<file path="src/rtl/timerPkg.sv">
package timerPkg;
  typedef enum logic [1:0] {
    MODE_ONESHOT = 2'd0,
    MODE_RATE    = 2'd1,
    MODE_SQUARE  = 2'd2,
    MODE_GATED   = 2'd3
  } timerModeE;

  typedef struct packed {
    logic load;
    logic activate;
    logic halt;
    logic tick;
    logic capture;
  } timerStrobeT;

  localparam int MODE_LSB = 0;
  localparam int SEL_LSB  = 2;
  localparam int SEL_W    = 3;
  localparam int RUN_BIT  = 5;
  localparam int SNAP_BIT = 6;

  localparam int CFG_OUT_LOW = 0;
  localparam int CFG_IRQ_LOW = 1;
  localparam int CFG_OUT_OD  = 2;
  localparam int CFG_IRQ_OD  = 3;
  localparam int CFG_IRQ_EN  = 4;

  // highest prescaler bit watched for a given select code (code 0 = no divide)
  function automatic int tapBit(input logic [SEL_W-1:0] sel);
    return (sel == 1) ? 0 : 2 * int'(sel) - 3;
  endfunction
endpackage

</file>
<file path="src/rtl/timerCtrl.sv">
module timerCtrl
  import timerPkg::*;
#(
  parameter int BYTE_W = 8,
  parameter int PRE_W  = 12
) (
  input  logic                clk,
  input  logic                rstN,
  input  logic                wrEn,
  input  logic [1:0]          wrAddr,
  input  logic [BYTE_W-1:0]   wrData,
  input  logic                gateIn,
  output logic [2*BYTE_W-1:0] reloadVal,
  output logic [BYTE_W-1:0]   ctrlQ,
  output logic [BYTE_W-1:0]   cfgQ,
  output timerStrobeT         stb
);
  logic [PRE_W-1:0] prescQ;
  logic             gatePrev;
  logic [BYTE_W-1:0] reloadLo, reloadHi;
  logic [PRE_W-1:0] tapMask;
  logic ctrlWr, gateRise;
  logic [SEL_W-1:0] selCode;

  assign reloadVal = {reloadHi, reloadLo};
  assign selCode   = ctrlQ[SEL_LSB +: SEL_W];

  always_ff @(posedge clk) begin
    if (!rstN) begin
      prescQ   <= '0;
      gatePrev <= 1'b0;
      reloadLo <= '0;
      reloadHi <= '0;
      ctrlQ    <= '0;
      cfgQ     <= '0;
    end else begin
      prescQ   <= prescQ + 1'b1;
      gatePrev <= gateIn;
      if (wrEn) begin
        case (wrAddr)
          2'd0: reloadLo <= wrData;
          2'd1: reloadHi <= wrData;
          2'd2: ctrlQ    <= wrData;
          default: cfgQ  <= wrData;
        endcase
      end
    end
  end

  always_comb begin
    tapMask = '0;
    for (int b = 0; b < PRE_W; b++) begin
      if (b <= tapBit(selCode)) tapMask[b] = 1'b1;
    end
  end

  always_comb begin
    ctrlWr   = wrEn && (wrAddr == 2'd2);
    gateRise = gateIn && !gatePrev && ctrlQ[RUN_BIT] &&
               (timerModeE'(ctrlQ[MODE_LSB +: 2]) == MODE_GATED);
    stb          = '0;
    stb.tick     = (selCode == '0) || ((prescQ & tapMask) == tapMask);
    stb.capture  = ctrlWr && wrData[SNAP_BIT];
    stb.halt     = ctrlWr && !wrData[RUN_BIT];
    if (ctrlWr && wrData[RUN_BIT] && !ctrlQ[RUN_BIT]) begin
      stb.load     = 1'b1;
      stb.activate = (timerModeE'(wrData[MODE_LSB +: 2]) != MODE_GATED);
    end
    if (gateRise) begin
      stb.load     = 1'b1;
      stb.activate = 1'b1;
    end
  end
endmodule

</file>
<file path="src/rtl/timerDatapath.sv">
module timerDatapath
  import timerPkg::*;
#(
  parameter int CNT_W = 16
) (
  input  logic             clk,
  input  logic             rstN,
  input  timerStrobeT      stb,
  input  logic [CNT_W-1:0] reloadVal,
  input  timerModeE        modeQ,
  input  logic             irqEnable,
  input  logic             irqAck,
  output logic [CNT_W-1:0] cntVal,
  output logic [CNT_W-1:0] snapVal,
  output logic             activeQ,
  output logic             pulseQ,
  output logic             squareQ,
  output logic             irqFlag
);
  logic zeroEvt, autoReload;

  assign autoReload = (modeQ == MODE_RATE) || (modeQ == MODE_SQUARE);
  assign zeroEvt    = activeQ && stb.tick && (cntVal == CNT_W'(1)) &&
                      !stb.load && !stb.halt;

  always_ff @(posedge clk) begin
    if (!rstN) begin
      cntVal  <= '0;
      snapVal <= '0;
      activeQ <= 1'b0;
      pulseQ  <= 1'b0;
      squareQ <= 1'b0;
      irqFlag <= 1'b0;
    end else begin
      if (stb.capture) snapVal <= cntVal;
      pulseQ <= zeroEvt && (modeQ != MODE_SQUARE);
      if (stb.load) begin
        cntVal  <= reloadVal;
        activeQ <= stb.activate;
        squareQ <= 1'b0;
      end else if (stb.halt) begin
        activeQ <= 1'b0;
      end else if (zeroEvt) begin
        cntVal  <= autoReload ? reloadVal : '0;
        activeQ <= autoReload;
        if (modeQ == MODE_SQUARE) squareQ <= !squareQ;
      end else if (activeQ && stb.tick) begin
        cntVal <= cntVal - 1'b1;
      end
      if (zeroEvt && irqEnable) irqFlag <= 1'b1;
      else if (irqAck)          irqFlag <= 1'b0;
    end
  end
endmodule

</file>
<file path="src/rtl/downTimer.sv">
module downTimer
  import timerPkg::*;
#(
  parameter int BYTE_W = 8,
  parameter int PRE_W  = 12
) (
  input  logic              clk,
  input  logic              rstN,
  input  logic              wrEn,
  input  logic [1:0]        wrAddr,
  input  logic [BYTE_W-1:0] wrData,
  input  logic [1:0]        rdAddr,
  output logic [BYTE_W-1:0] rdData,
  input  logic              gateIn,
  input  logic              irqAck,
  output logic              timerOut,
  output logic              timerOutEn,
  output logic              irqOut,
  output logic              irqOutEn
);
  localparam int CNT_W = 2 * BYTE_W;

  timerStrobeT       stb;
  logic [CNT_W-1:0]  reloadVal, cntVal, snapVal;
  logic [BYTE_W-1:0] ctrlQ, cfgQ;
  logic              activeQ, pulseQ, squareQ, irqFlag, outLvl;
  timerModeE         modeQ;
  logic [CNT_W-1:0]  readWord;

  assign modeQ = timerModeE'(ctrlQ[MODE_LSB +: 2]);

  timerCtrl #(.BYTE_W(BYTE_W), .PRE_W(PRE_W)) ctrl_i (
    .clk(clk), .rstN(rstN), .wrEn(wrEn), .wrAddr(wrAddr), .wrData(wrData),
    .gateIn(gateIn), .reloadVal(reloadVal), .ctrlQ(ctrlQ), .cfgQ(cfgQ), .stb(stb)
  );

  timerDatapath #(.CNT_W(CNT_W)) dp_i (
    .clk(clk), .rstN(rstN), .stb(stb), .reloadVal(reloadVal), .modeQ(modeQ),
    .irqEnable(cfgQ[CFG_IRQ_EN]), .irqAck(irqAck), .cntVal(cntVal),
    .snapVal(snapVal), .activeQ(activeQ), .pulseQ(pulseQ), .squareQ(squareQ),
    .irqFlag(irqFlag)
  );

  assign readWord = ctrlQ[SNAP_BIT] ? snapVal : reloadVal;
  always_comb begin
    case (rdAddr)
      2'd0:    rdData = readWord[BYTE_W-1:0];
      2'd1:    rdData = readWord[CNT_W-1:BYTE_W];
      2'd2:    rdData = ctrlQ;
      default: rdData = cfgQ;
    endcase
  end

  assign outLvl     = (modeQ == MODE_SQUARE) ? squareQ : pulseQ;
  assign timerOut   = outLvl ^ cfgQ[CFG_OUT_LOW];
  assign timerOutEn = !cfgQ[CFG_OUT_OD] || outLvl;
  assign irqOut     = irqFlag ^ cfgQ[CFG_IRQ_LOW];
  assign irqOutEn   = !cfgQ[CFG_IRQ_OD] || irqFlag;
endmodule

</file>
<file path="config.mk">
export PLATFORM = sky130hd
export DESIGN_NAME = downTimer
export DESIGN_NICKNAME = d
export VERILOG_FILES = /design/src/rtl/timerPkg.sv /design/src/rtl/timerCtrl.sv /design/src/rtl/timerDatapath.sv /design/src/rtl/downTimer.sv
export SDC_FILE = /design/constraint.sdc
export NUM_CORES = 1
export LEC_CHECK = 0
export BUFFER_PORTS_ARGS = -buffer_cell sky130_fd_sc_hd__buf_2
export CAP_MARGIN = 15
export CORE_MARGIN = 10
export CORE_UTILIZATION = 55
export DETAILED_ROUTE_END_ITERATION = 10
export PLACE_DENSITY = 0.76
export SYNTH_ARGS = -nofsm -noshare
export SYNTH_HDL_FRONTEND = slang
export SYNTH_HIERARCHICAL = 1
export SYNTH_SLANG_ARGS = --single-unit
</file>
<file path="constraint.sdc">
create_clock -name clk -period 3.3 [get_ports clk]
set_clock_uncertainty 0.05 [all_clocks]
set_input_delay 0.165 -clock clk [delete_from_list [all_inputs] [get_ports clk]]
set_output_delay 0.165 -clock clk [all_outputs]
set_load 0.02 [all_outputs]
</file>
==> out/results.txt <==
Die W: 108 µm
Final instance area: 0.00470 mm²
Yosys top cell by area: dfxtp_1
Num CTS Buffers: 9
DRC Markers: 0
Synth top cells by count: dfxtp_1 (81), mux2i_1 (49), nor2_1 (31)
Num ports: 29
Design Power: 2.09 mW
Root buffer cell: clkbuf_8
Top cells by area, synth: dfxtp_1 (38%), mux2i_1 (12%), nor2b_1 (4.4%)
Worst path max stage delay: 0.42 ns
# rows: 31
R2R Path End: dp_i/cntVal[15]$_SDFFE_PN0P_
Crit end category: register
Run status: completed
Crit path launch type: register
Top cell family by delay on the critical path: simple AND/OR/NAND/NOR gates
CTS tree: done
Share of layout cells above drive strength 1: 14.0%
Hold Path Stages: 3
EDFF count, synth: 0
Post-CTS Resized: 0
Vias in the first global route: 3581
End-of-flow core utilization: 63.8%
Yosys cell types: 64
P_leak: 1.86 nW
Critical path class: reg -> reg
Fin nets: 521
Endpoints failing setup: 0
# fillers: 669
Core ar.: 0.00737 mm²
Post-synth ARST share: 0%
GPL Wtd Cong: 0.876
Total GRT Usage: 20.2%
R2r worst-path depth: 12
Slew Viols, Final: 0
Mapped Nets: 496
Antenna viol nets, final: 0
Tcrit/Tclk final: 92.7%
Max clock buf depth: 2
Pin count of the biggest net entering global routing: 33
Arrival @ worst endpoint: 3.28 ns
Max Freq: 327 MHz
Initial DRC count: 225
Top-area cell type share of the netlist area: 38.2%
Drt pass-1 iters: 5
First-pass GRT wire length: 18600 µm
Ys Warns: 6
Hold Path Class: in -> reg
Final Hold Fails: 0
PwrDens: 445 mW/mm²
Synthesized area per cell: 9.02 µm²
Initial antenna violation count: 0
Worst slew pin tran: 0.985 ns
Die area: 0.0116 mm²
Sink Count: 81
Final Instance Count excl. Fillers: 600
Mapped Area: 0.00425 mm²
Number of placed cells counting well taps: 580
Tmin final: 3.06 ns
Max_slew headroom: 34.2%
Max FO, Critical Path: 5
Ant. Diodes: 0
Setup TNS: 0 ns
CP max-delay cell: or4_1
Via count: 3682
Clock transition at path regs: 0.09 ns
Final wirelength: 11500 µm
Vias per cell: 6.14
Buffers on Ports: 28
#FFs+latches synth: 81
Post-Synthesis Cells: 471
Overflow left after global routing: 0
Maxcap violations: 0
Primary FF master, synth: dfxtp_1
Die Height: 108 µm
R2r setup slk: 0.24 ns
Worst reg2reg startpoint: ctrl_i/ctrlQ[3]$_SDFFE_PN0P_
Post-DP Area: 0.00444 mm²
Worst path required time: 3.52 ns
HP Start: irqAck
Layout area overhead: 10.7%
CP Buf/Inv Count: 1
Critical-path cell list: inv_1, ha_1, nor3b_1, a21oi_1, o311ai_0, o21a_1, o32ai_1, and3b_1, nor2_1, or4_1, and3_1, a211o_1
H-tree depth: 3
Cell with the most instances after synthesis: dfxtp_1
DP Wirelength: 8270 µm
Endpoint, Worst Hold: dp_i/irqFlag$_SDFFE_PN0P_
Initial core utilization: 57.7%
RSZ-0062 raised after global routing: false
Peak VDD IR: 0.319 mV
Seq/Total Area, Yosys: 38.2%
WL per Instance: 19.1 µm
Clk_lat worst skew: 0.36 ns
[cell families (layout without fill, tap and decap cells)]
family / after synthesis / count (layout) / synth area share [%]
adder cells (fa/ha/maj): 8 / 8 / 2.36
XOR/XNOR: 12 / 12 / 2.47
AND/OR/NAND/NOR: 184 / 184 / 24.8
flip-flops: 81 / 81 / 38.2
buffers and inverters: 40 / 70 / 4.45
AO/OA/AOI/OAI: 96 / 96 / 16.0
multiplexers: 50 / 50 / 11.8
[placed cells by master, fill, tap and decap left out, types with 3 or more instances in the layout]
cell,count
dfxtp_1,81
mux2i_1,49
nor2_1,31
nor2b_1,30
nand2_1,29
buf_2,28
a211oi_1,15
o21ai_0,15
nand3_1,15
and2_1,13
inv_1,13
buf_4,12
o22ai_1,10
clkbuf_8,10
nand2b_1,9
xnor2_1,9
a21oi_1,9
a21boi_0,9
nand4_1,8
ha_1,8
nor4_1,6
and2b_1,5
or4_1,5
a221oi_1,5
nor3_1,5
a22oi_1,4
nor3b_1,4
xor2_1,3
or2_2,3
a31oi_1,3
nand3b_1,3
a21o_1,3
and3_1,3
a211o_1,3
[worst min-delay path, delay by kind of cell]
family                 cells  cell delay [ns]
AND/OR/NAND/NOR            1             0.10
buffers and inverters      1             0.07
AO/OA/AOI/OAI              1             0.07
[state kept, by name (all words and copies together) (netlist names)]
signal and flops:
ctrl_i/cfgQ 8, ctrl_i/ctrlQ 8, ctrl_i/gatePrev 1, ctrl_i/prescQ 12, ctrl_i/reloadHi 8, ctrl_i/reloadLo 8, dp_i/activeQ 1, dp_i/cntVal 16
dp_i/irqFlag 1, dp_i/pulseQ 1, dp_i/snapVal 16, dp_i/squareQ 1
[how the worst max path moves through the flow]
stage / from / end / slack, ns / cells after the start
global placement: ctrl_i/ctrlQ[3]$_SDFFE_PN0P_ / dp_i/cntVal[6]$_SDFFE_PN0P_ / 0.23 / 12
detailed placement: ctrl_i/ctrlQ[3]$_SDFFE_PN0P_ / dp_i/cntVal[6]$_SDFFE_PN0P_ / 0.1 / 12
CTS: ctrl_i/ctrlQ[3]$_SDFFE_PN0P_ / dp_i/cntVal[6]$_SDFFE_PN0P_ / 0.08 / 12
finish: ctrl_i/ctrlQ[3]$_SDFFE_PN0P_ / dp_i/cntVal[15]$_SDFFE_PN0P_ / 0.24 / 12
floorplan: ctrl_i/ctrlQ[3]$_SDFFE_PN0P_ / dp_i/cntVal[15]$_SDFFE_PN0P_ / 0.14 / 13
global route: ctrl_i/ctrlQ[3]$_SDFFE_PN0P_ / dp_i/cntVal[9]$_SDFFE_PN0P_ / 0.03 / 13
[metal layers]
layer	share of wire, %	up-vias	track usage (%)
li1	-	1751	-
met1	45	1758	26.5
met2	46	152	31.6
met3	6.5	21	4.97
met4	1.9	0	7.06
met5	0	-	0
[where the power goes]
group	switching [mW]	total [mW]	internal [mW]
combinational	0.135	0.224	0.0887
sequential	0.0279	1.02	0.997
clock	0.389	0.843	0.454
total	0.552	2.09	1.54
[timing repair]
action,4_1_cts,5_1_grt
hold endpoints to repair,1,0
buffers inserted,0,3
hold buffers,1,0
setup endpoints to repair,0,6
[cell type report]
cell class | instances | area [µm²] | share of cell area [%]
multi-input cells | 350 | 2440 | 51.9
flip-flops and latches | 81 | 1620 | 34.5
repair buffers | 41 | 240 | 5.11
clock buffers | 11 | 141 | 3.01
well taps | 99 | 124 | 2.63
clock inverters | 5 | 87.6 | 1.86
inverters | 13 | 48.8 | 1.04
[stage by stage]
stage | setup slack [ns] | hold WS [ns]
2_1_floorplan | 0.137 | 0.237
3_3_place_gp | 0.233 | 0.331
3_5_place_dp | 0.0951 | 0.339
4_1_cts | 0.0837 | 0.0407
5_1_grt | 0.0334 | 0.0485
6_report | 0.240 | 0.0503
No activity file was read; power rests on OpenSTA's default activity.
